<file path="config.mk">
export PLATFORM = sky130hd
export DESIGN_NAME = insn_cycle_timer
export DESIGN_NICKNAME = d
export VERILOG_FILES = /design/src/rtl/insn_cycle_timer.sv
export SDC_FILE = /design/constraint.sdc
export NUM_CORES = 1
export LEC_CHECK = 0
export ABC_AREA = 0
export BUFFER_PORTS_ARGS = -buffer_cell sky130_fd_sc_hd__buf_2
export CAP_MARGIN = 20
export CORE_MARGIN = 1.5
export CORE_UTILIZATION = 47
export CTS_BUF_LIST = sky130_fd_sc_hd__clkbuf_4
export CTS_CLUSTER_SIZE = 30
export DETAILED_ROUTE_END_ITERATION = 8
export GPL_ROUTABILITY_DRIVEN = 0
export PLACE_DENSITY = 0.67
export SKIP_CTS_REPAIR_TIMING = 1
export SYNTH_ARGS = -nofsm -noshare
export SYNTH_HDL_FRONTEND = slang
export SYNTH_SLANG_ARGS = --single-unit
</file>
<file path="constraint.sdc">
create_clock -name clk -period 2.12 [get_ports clk]
set_input_delay 0 -clock clk [delete_from_list [all_inputs] [get_ports clk]]
set_output_delay 0 -clock clk [all_outputs]
set_load 0.1 [all_outputs]
</file>
<file path="src/rtl/insn_cycle_timer.sv">
module insn_cycle_timer #(
  parameter int CNT_W = 4
) (
  input  logic       clk,
  input  logic       rst_n,
  input  logic       start,
  input  logic [7:0] opcode,
  input  logic       dec_mode,
  input  logic       page_cross,
  input  logic       br_taken,
  input  logic       br_far,
  output logic [1:0] len_bytes,
  output logic       busy,
  output logic       last_cycle
);

  logic [3:0]       hi, lo;
  logic [CNT_W-1:0] base, total, cnt;
  logic [1:0]       len, len_q;
  logic             pg, br, bra, dec_op;
  logic             pg_q, br_q, bra_q;
  logic             accept, ext;
  logic [CNT_W-1:0] ext_n;

  assign hi = opcode[7:4];
  assign lo = opcode[3:0];

  always_comb begin
    base = CNT_W'(2);
    len  = 2'd2;
    pg   = 1'b0;
    br   = 1'b0;
    bra  = 1'b0;
    case (lo)
      4'h0: begin
        if (hi[0]) br = 1'b1;
        else begin
          case (hi)
            4'h0:      begin len = 2'd1; base = CNT_W'(7); end
            4'h2:      begin len = 2'd3; base = CNT_W'(6); end
            4'h4, 4'h6: begin len = 2'd1; base = CNT_W'(6); end
            4'h8:      begin br = 1'b1; bra = 1'b1; end
            default:   ;
          endcase
        end
      end
      4'h1: begin
        if (hi[0]) begin
          base = (hi == 4'h9) ? CNT_W'(6) : CNT_W'(5);
          pg   = (hi != 4'h9);
        end else base = CNT_W'(6);
      end
      4'h2: base = hi[0] ? CNT_W'(5) : CNT_W'(2);
      4'h3, 4'h7, 4'hB, 4'hF: begin len = 2'd1; base = CNT_W'(1); end
      4'h4: base = (hi < 4'h2) ? CNT_W'(5) : (hi[0] ? CNT_W'(4) : CNT_W'(3));
      4'h5: base = hi[0] ? CNT_W'(4) : CNT_W'(3);
      4'h6: begin
        if (hi[3:2] == 2'b10) base = hi[0] ? CNT_W'(4) : CNT_W'(3);
        else                  base = hi[0] ? CNT_W'(6) : CNT_W'(5);
      end
      4'h8: begin
        len = 2'd1;
        case (hi)
          4'h0, 4'h4: base = CNT_W'(3);
          4'h2, 4'h6: base = CNT_W'(4);
          default:    base = CNT_W'(2);
        endcase
      end
      4'h9: begin
        if (hi[0]) begin
          len  = 2'd3;
          base = (hi == 4'h9) ? CNT_W'(5) : CNT_W'(4);
          pg   = (hi != 4'h9);
        end
      end
      4'hA: begin
        len = 2'd1;
        case (hi)
          4'h5, 4'hD: base = CNT_W'(3);
          4'h7, 4'hF: base = CNT_W'(4);
          default:    base = CNT_W'(2);
        endcase
      end
      4'hC: begin
        len = 2'd3;
        case (hi)
          4'h0, 4'h1, 4'h6, 4'h7: base = CNT_W'(6);
          4'h4:    base = CNT_W'(3);
          4'h5:    base = CNT_W'(8);
          default: base = CNT_W'(4);
        endcase
        pg = (hi == 4'h3) || (hi == 4'hB);
      end
      4'hD: begin
        len  = 2'd3;
        base = (hi == 4'h9) ? CNT_W'(5) : CNT_W'(4);
        pg   = hi[0] && (hi != 4'h9);
      end
      default: begin
        len = 2'd3;
        case (hi)
          4'h8, 4'hA, 4'hB: base = CNT_W'(4);
          4'h9:    base = CNT_W'(5);
          default: base = CNT_W'(6);
        endcase
        pg = (hi == 4'hB);
      end
    endcase
  end

  assign dec_op = (hi[2:1] == 2'b11) && ((lo[1:0] == 2'b01) || (lo == 4'h2 && hi[0]));
  assign total  = base + CNT_W'(dec_op && dec_mode);

  assign accept = start && (cnt == '0);
  assign ext    = (cnt == CNT_W'(1)) &&
                  ((pg_q && page_cross) || (br_q && (br_taken || bra_q)));
  assign ext_n  = (br_q && br_far) ? CNT_W'(2) : CNT_W'(1);

  always_ff @(posedge clk or negedge rst_n) begin
    if (!rst_n) begin
      cnt   <= '0;
      len_q <= 2'd0;
      pg_q  <= 1'b0;
      br_q  <= 1'b0;
      bra_q <= 1'b0;
    end else if (accept) begin
      cnt   <= total - CNT_W'(1);
      len_q <= len;
      pg_q  <= pg;
      br_q  <= br;
      bra_q <= bra;
    end else if (cnt != '0) begin
      cnt <= ext ? ext_n : cnt - CNT_W'(1);
      if (cnt == CNT_W'(1)) begin
        pg_q  <= 1'b0;
        br_q  <= 1'b0;
        bra_q <= 1'b0;
      end
    end
  end

  assign len_bytes  = accept ? len : len_q;
  assign busy       = accept || (cnt != '0);
  assign last_cycle = (accept && total == CNT_W'(1)) || (cnt == CNT_W'(1) && !ext);


  busy_end_chk: assert property (@(posedge clk) disable iff (!rst_n)
    $fell(busy) |-> $past(last_cycle));


  idle_after_last_chk: assert property (@(posedge clk) disable iff (!rst_n)
    last_cycle |=> (cnt == '0));


  page_ext_chk: assert property (@(posedge clk) disable iff (!rst_n)
    (cnt == CNT_W'(1) && pg_q && page_cross) |=> last_cycle);


  br_not_taken_chk: assert property (@(posedge clk) disable iff (!rst_n)
    (cnt == CNT_W'(1) && br_q && !bra_q && !br_taken) |-> last_cycle);


  br_far_chk: assert property (@(posedge clk) disable iff (!rst_n)
    (cnt == CNT_W'(1) && br_q && (br_taken || bra_q) && br_far) |=> (busy && !last_cycle));

endmodule

</file>
==> metrics.md, run 1 <==
| Metric | Value |
|---|---|
| Final cycle utilization of the critical path | `1.04` |
| Largest delay share family, worst path | `compound AO/OA/AOI/OAI gates` |
| Slew margin rel. | `0.681` |
| TritonCTS Buffers | `3` |
| Core Footprint | `2300 um2` |
| Die area | `2830 um2` |
| Max Slew Vio Count | `0` |
| Sinks on Clock Net | `9` |
| Power Density | `790 nW/um2` |
| Post-synth EDFFs | `0` |
| Sw Pwr | `0.000701 W` |
| Max Clock Freq | `0.453 GHz` |
| Largest net degree at the start of global routing | `13` |
| Synth unique cells | `45` |
| Die Wd | `53.2 um` |
| RSZ-0062 raised after global routing | `yes` |
| Most frequent cell after synthesis | `nand2_1` |
| Pre-CTS setup slack | `-0.208 ns` |
| CTS tree | `yes` |
| Fraction of layout cells with a size suffix above 1 | `0.380` |
| Worst skew pair latency | `0.27 ns` |
| Leading area contributor after synthesis | `dfrtp_1` |
| Clock skew | `0.00809 ns` |
| Post-synth top area share | `0.190` |
| Finished Layout Cells | `241` |
| Final-report hold violation count | `0` |
| Clk network pwr share | `0.107` |
| Violation count after the first detailed-route iteration | `90` |
| Most frequent cells after synthesis | `18 x nand2_1, 14 x a21oi_1, 14 x nor2_1, 14 x o21ai_0` |
| Final setup vio count | `1` |
| Seq/Total Area, Yosys | `0.190` |
| Min-Delay Path Class | `input pin to flop` |
| Synth Area in XOR/XNOR | `0.0296` |
| Drt total wl | `4030 um` |
| P&R area growth vs syn | `47.7%` |
| Static leakage | `0.740 nW` |
| H-tree levels | `1` |
| Row count | `17` |
| Syn Nets | `189` |
| DR vias/cell | `6.03` |
| Ys Warns | `0` |
| R2R Path Start | `cnt[1]` |
| Flop pwr share | `0.211` |
| FF+latch area | `225 um2` |
| Critical path launch point | `opcode[5]` |
| Post-Synth Simple-Gate Area | `0.319` |
| Ys flop type | `dfrtp_1` |
| First-pass DRT Iterations | `4` |
| N_diodes | `0` |
| Slowest CP cell | `or4b_4` |
| Adder-Cell Fraction of Synth Area | `0.0847` |
| Clock Path Buffers | `2` |
| Hold WS | `0.0769 ns` |
| Inst Count DP | `232` |
| Fin nets | `237` |
| Worst-path clk slew | `0.06 ns` |
| R2R setup slack | `0.42 ns` |
| Comb power frac | `0.683` |
| Crit path launch type | `input pin` |
| Status | `finished, violations left` |
| Max VDD drop | `0.939 mV` |
| Worst-path cell chain | `buf_12 -> or4b_4 -> a311oi_2 -> a211oi_2 -> o31ai_2 -> inv_1 -> ha_4 -> inv_4 -> ha_4 -> nand3_4 -> o22ai_4 -> buf_12` |
| Drc violations | `0` |
| Number of global-route vias before repair | `1317` |
| Grt ovf | `0` |
| Synth top area cells | `dfrtp_1 19%, ha_1 8.5%, a21oi_1 5.9%` |
| Max Cap Viol | `0` |
| DR WL/cell | `16.7 um` |
| Setup CP Type | `input pin to primary output` |
| Int Power | `0.000678 W` |
| CP max stage delay | `0.53 ns` |
| IO Count | `19` |
| Routed Antenna Nets | `0` |
| Post-synthesis mux area share | `0.00847` |
| Die Ht | `53.2 um` |
| Critical-path maximum fanout | `8` |
| Mapped Cells | `166` |
| Slew @ Worst Pin | `0.466 ns` |
| Mean post-synth cell area | `7.12 um2` |
| Setup ws final | `-0.0859 ns` |
| First-pass GRT wire length | `5990 um` |
| Root Buffer | `clkbuf_4` |
| Required @ worst endpoint | `2.12 ns` |
| Asr flop ratio synth | `1.00` |
| PortBufs | `18` |
| DPL Wire Length | `2950 um` |
| Critical path arrival | `2.21 ns` |
| #FFs+latches synth | `9` |
| Worst Path Buf+Inv | `4` |
| Number of fillers in the final layout | `180` |
| Post-layout min period | `2.21 ns` |
| Total GRT Usage | `0.295` |
| Synth Area in Compound Gates | `0.287` |
| Vias | `1453` |
| Initial antenna violation count | `0` |
| Failing checks | `setup timing` |
| Critical path capture point type | `primary output` |
| Largest family of logic cells by synthesized area | `simple AND/OR/NAND/NOR gates` |
| Multi-input gate area | `1010 um2` |
| Synthesized area | `1180 um2` |
| Hold Startpoint | `start` |
| Switching Fraction | `0.509` |
| Starting density of the core | `0.515` |
power by group through the flow:
| stage | sequential [W] | clock (W) | combinational (W) |
|---|---|---|---|
| global route | 0.000299 | 0.000165 | 0.00101 |
| finish | 0.000290 | 0.000147 | 0.000942 |
| CTS | 0.000290 | 0.000150 | 0.000857 |
| detailed placement | 0.000293 | 0 | 0.000854 |
| floorplan | 0.000279 | 0 | 0.000653 |
| global placement | 0.000289 | 0 | 0.000829 |
sequential cells by signal, summed over array words and instances, names as in the netlist:
| name | cells |
|---|---|
| cnt | 4 |
| len_q | 2 |
| br_q | 1 |
| bra_q | 1 |
| pg_q | 1 |
worst register-to-register path, delay by kind of cell, from the launching register on:
family	cells	cell delay (ns)
compound gates	3	0.63
flops	1	0.41
simple gates	3	0.32
fa+ha+maj	1	0.15
buf+inv	1	0.11
layout by cell type (no fill, tap or decap), types with 2 or more instances in the layout:
master,synthesis,final
nand2b_1,2,2
clkbuf_4,1,4
o22ai_4,0,2
a31oi_1,2,2
o32ai_2,0,2
a2111oi_0,2,2
dfrtp_1,9,9
o211ai_1,3,3
nor2_1,14,13
buf_6,1,2
o21ai_0,14,13
buf_2,2,12
o22ai_1,4,2
ha_4,0,2
nor2b_1,10,9
and3_1,3,3
inv_1,10,9
ha_1,8,5
o21ai_1,3,3
buf_12,0,2
xnor2_1,2,2
o31ai_2,2,2
nand3_1,8,7
nand2_1,18,18
nor3_1,3,3
buf_4,1,36
a21oi_1,14,14
metal layers:
metal  GRT usage  up-vias  share of wire
met2       0.446       72           0.47
met1       0.411      681           0.44
met4      0.0897        0          0.016
met3      0.0706        8          0.075
met5           0        -              0
li1            -      692              -
kinds of logic after synthesis:
| family | count (synthesis) |
|---|---|
| mux | 1 |
| simple gates | 70 |
| buf+inv | 21 |
| flops | 9 |
| fa+ha+maj | 8 |
| xor+xnor | 4 |
| compound gates | 53 |
path summary, 6_finish.rpt:
path,endpoint,cells past startpoint
max in group asynchronous,pg_q,2
min in group asynchronous,cnt[2],2
worst max register to register,cnt[1],8
worst max-delay path,last_cycle,12
worst min-delay path,cnt[0],3
worst min register to register,len_q[0],2
cell type report:
type                       instances  area share
clock buffer                       4      0.0172
inverter                          11      0.0251
multi-input combinational        136       0.578
sequential                         9       0.129
tap                               28      0.0201
timing repair buffer              53       0.231
per-stage QoR:
step	power (W)	utilization	cell area (um2)	setup TNS (ns)
2_1_floorplan	0.000932	-	1290	-0.287
3_3_place_gp	0.00112	0.691	1590	-0.341
3_5_place_dp	0.00115	0.691	1590	-0.693
4_1_cts	0.00130	0.704	1620	-0.200
5_1_grt	0.00147	0.760	1750	-0.199
6_report	0.00138	0.760	1750	-0.0859
Note: power is estimated with default switching activity, not from simulation.
==> run 2: changes to the inputs <==
PLACE_DENSITY = 0.65   (was 0.67)
SETUP_SLACK_MARGIN = 0.02   (was unset)
clock period = 2.7 ns   (was 2.12 ns; I/O delays follow)
==> run 2 against run 1 <==
  * The flow now finishes without violations
  * Clock-buffer cell count unchanged
  * Final area decreased by 23%
  * Flip-flop and latch count unchanged
  * Critical path type unchanged
  * Largest cell class unchanged
  * Largest power group unchanged
==> metrics.md, run 2 (synthesized netlist as in run 1, its figures left out) <==
| Metric | Value |
|---|---|
| Status | `completed (was finished, violations left)` |
| TritonCTS Buffers | `3 (unchanged)` |
| DR vias/cell | `6.21 (was 6.03)` |
| Power Density | `699 nW/um2 (was 790 nW/um2)` |
| Drc violations | `0 (unchanged)` |
| Most frequent cells in the layout | `18 x nand2_1, 17 x buf_2, 14 x nor2_1, 14 x a21oi_1, 13 x o21ai_0 (was 36 x buf_4, 18 x nand2_1, 14 x a21oi_1)` |
| Number of global-route vias before repair | `1171 (was 1317)` |
| Die area | `2830 um2 (unchanged)` |
| Critical path arrival | `2.43 ns (was 2.21 ns)` |
| Drt total wl | `3210 um (was 4030 um)` |
| Initial antenna violation count | `0 (unchanged)` |
| Min-Delay Path Class | `input pin to flop (unchanged)` |
| Max FFs per register | `4 (unchanged)` |
| DP Area | `1300 um2 (was 1590 um2)` |
| Critical-path maximum fanout | `18 (was 8)` |
| Final-report hold violation count | `0 (unchanged)` |
| Routed Antenna Nets | `0 (unchanged)` |
| Finished Cell Area | `1340 um2 (was 1750 um2)` |
| Pre-CTS setup slack | `0.271 ns (was -0.208 ns)` |
| Commonest non-fill, non-tap cell in the layout | `nand2_1 (was buf_4)` |
| IO Count | `19 (unchanged)` |
| Vias | `1304 (was 1453)` |
| Core Util, Final | `0.584 (was 0.760)` |
| Slew margin rel. | `0.527 (was 0.681)` |
| Row count | `17 (unchanged)` |
| CP max stage delay | `0.36 ns (was 0.53 ns)` |
| Clock Path Buffers | `2 (unchanged)` |
| PortBufs | `18 (unchanged)` |
| WHS Path Cells | `3 (unchanged)` |
| Worst-path cell chain | `buf_2 -> nor2b_1 -> a21oi_1 -> o22ai_1 -> nand2_1 -> and3_1 -> o21ai_1 -> ha_1 -> ha_1 -> xor2_1 -> nand3_1 -> o22ai_2 -> buf_12 (was buf_12 -> or4b_4 -> a311oi_2 -> a211oi_2 -> o31ai_2 -> inv_1 -> ha_4 -> inv_4 -> ha_4 -> nand3_4 -> o22ai_4 -> buf_12)` |
| FF+latch area | `225 um2 (unchanged)` |
| First-pass GRT wire length | `5300 um (was 5990 um)` |
| Worst-case reg-to-reg path depth | `6 (was 8)` |
| Largest regs | `cnt x4, len_q x2 (unchanged)` |
| Violation count after the first detailed-route iteration | `55 (was 90)` |
| Post-route setup TNS | `0 ns (was -0.0859 ns)` |
| Worst skew pair latency | `0.27 ns (about the same)` |
| Cell mode on critical path | `ha_1` |
| N_diodes | `0 (unchanged)` |
| Die Ht | `53.2 um (unchanged)` |
| Sinks on Clock Net | `9 (unchanged)` |
| Slew @ Worst Pin | `0.692 ns (was 0.466 ns)` |
| Critical path capture point type | `primary output (unchanged)` |
| Required @ worst endpoint | `2.70 ns (was 2.12 ns)` |
| Worst Path Buf+Inv | `2 (was 4)` |
| P&R area growth vs syn | `13.5% (was 47.7%)` |
| Worst-path clk slew | `0.07 ns (was 0.06 ns)` |
| Starting density of the core | `0.515 (unchanged)` |
| DR WL/cell | `15.3 um (was 16.7 um)` |
| Number of fillers in the final layout | `243 (was 180)` |
| Largest delay share family, worst path | `simple AND/OR/NAND/NOR gates (was compound AO/OA/AOI/OAI gates)` |
| Final setup vio count | `0 (was 1)` |
| Setup CP Type | `input pin to primary output (unchanged)` |
| Clock skew | `0.00918 ns (was 0.00809 ns)` |
| Max Clock Freq | `0.412 GHz` |
| Post-layout min period | `2.43 ns` |
| Setup ws final | `0.275 ns (was -0.0859 ns)` |
| Max VDD drop | `0.713 mV (was 0.939 mV)` |
| Fraction of layout cells with a size suffix above 1 | `0.187 (was 0.380)` |
| First-pass DRT Iterations | `4 (unchanged)` |
| RSZ-0062 raised after global routing | `no (was yes)` |
| Multi-input gate area | `873 um2 (was 1010 um2)` |
| Fin nets | `206 (was 237)` |
| Largest Register | `cnt (unchanged)` |
| Max Slew Vio Count | `0 (unchanged)` |
| Total GRT Usage | `0.261 (was 0.295)` |
| Crit path launch type | `input pin (unchanged)` |
| Static leakage | `0.564 nW (was 0.740 nW)` |
| Core Footprint | `2300 um2 (unchanged)` |
| Hold WS | `0.0646 ns (was 0.0769 ns)` |
| H-tree levels | `1 (unchanged)` |
| Largest net degree at the start of global routing | `19 (was 13)` |
| Slowest CP cell | `nor2b_1 (was or4b_4)` |
| Max Cap Viol | `0 (unchanged)` |
| DPL Wire Length | `2480 um (was 2950 um)` |
| CTS tree | `yes (unchanged)` |
| Die Wd | `53.2 um (unchanged)` |
| Crit path depth | `13 (was 12)` |
| Root Buffer | `clkbuf_4 (unchanged)` |
| Final cycle utilization of the critical path | `0.898` |
| Grt ovf | `0 (unchanged)` |
-- run 2: cell count changes in the layout (fill, tap and decap cells not counted), sizes merged --
cell / before / now
buf: 52 / 21
-- run 2: worst paths after layout --
kind | end | slack [ns] | startpoint
worst min register to register | bra_q | 0.49 | bra_q
min in group asynchronous | cnt[0] | 0.11 | rst_n
worst max-delay path | last_cycle | 0.27 | opcode[1]
max in group asynchronous | bra_q | 2.39 | rst_n
worst max register to register | len_q[1] | 1.12 | cnt[1]
worst min-delay path | cnt[0] | 0.06 | start
-- run 2: layer usage --
metal | track usage | wire [um] | vias to the layer above
met5 | 0 | 0 | -
met4 | 0.0940 | 25 | 0
met3 | 0.0480 | 233 | 5
met2 | 0.429 | 1560 | 54
met1 | 0.337 | 1390 | 607
li1 | - | - | 638
-- run 2: cell type report --
type | count | share of cell area
Clock buffer | 4 | 0.0224
Sequential cell | 9 | 0.168
Tap cell | 28 | 0.0261
Inverter | 11 | 0.0308
Timing Repair Buffer | 22 | 0.103
Multi-Input combinational cell | 136 | 0.651
-- run 2: worst register-to-register path: cells and delay by family, from the launching register on --
kind	cells	cell delay [ns]
buf+inv	1	0.11
simple gates	3	0.66
fa+ha+maj	1	0.19
flops	1	0.40
compound gates	1	0.09
-- run 2: through the flow --
step	cells	total power (W)
2_1_floorplan	166	0.000693
3_3_place_gp	205	0.000806
3_5_place_dp	205	0.000822
4_1_cts	209	0.000943
5_1_grt	210	0.00101
6_report	210	0.000939
-- run 2: power by group --
group	leakage (nW)	internal [W]	switching, W
sequential	0.113	0.000190	0.0000369
clock	0.0184	0.0000671	0.0000506
combinational	0.433	0.000187	0.000407
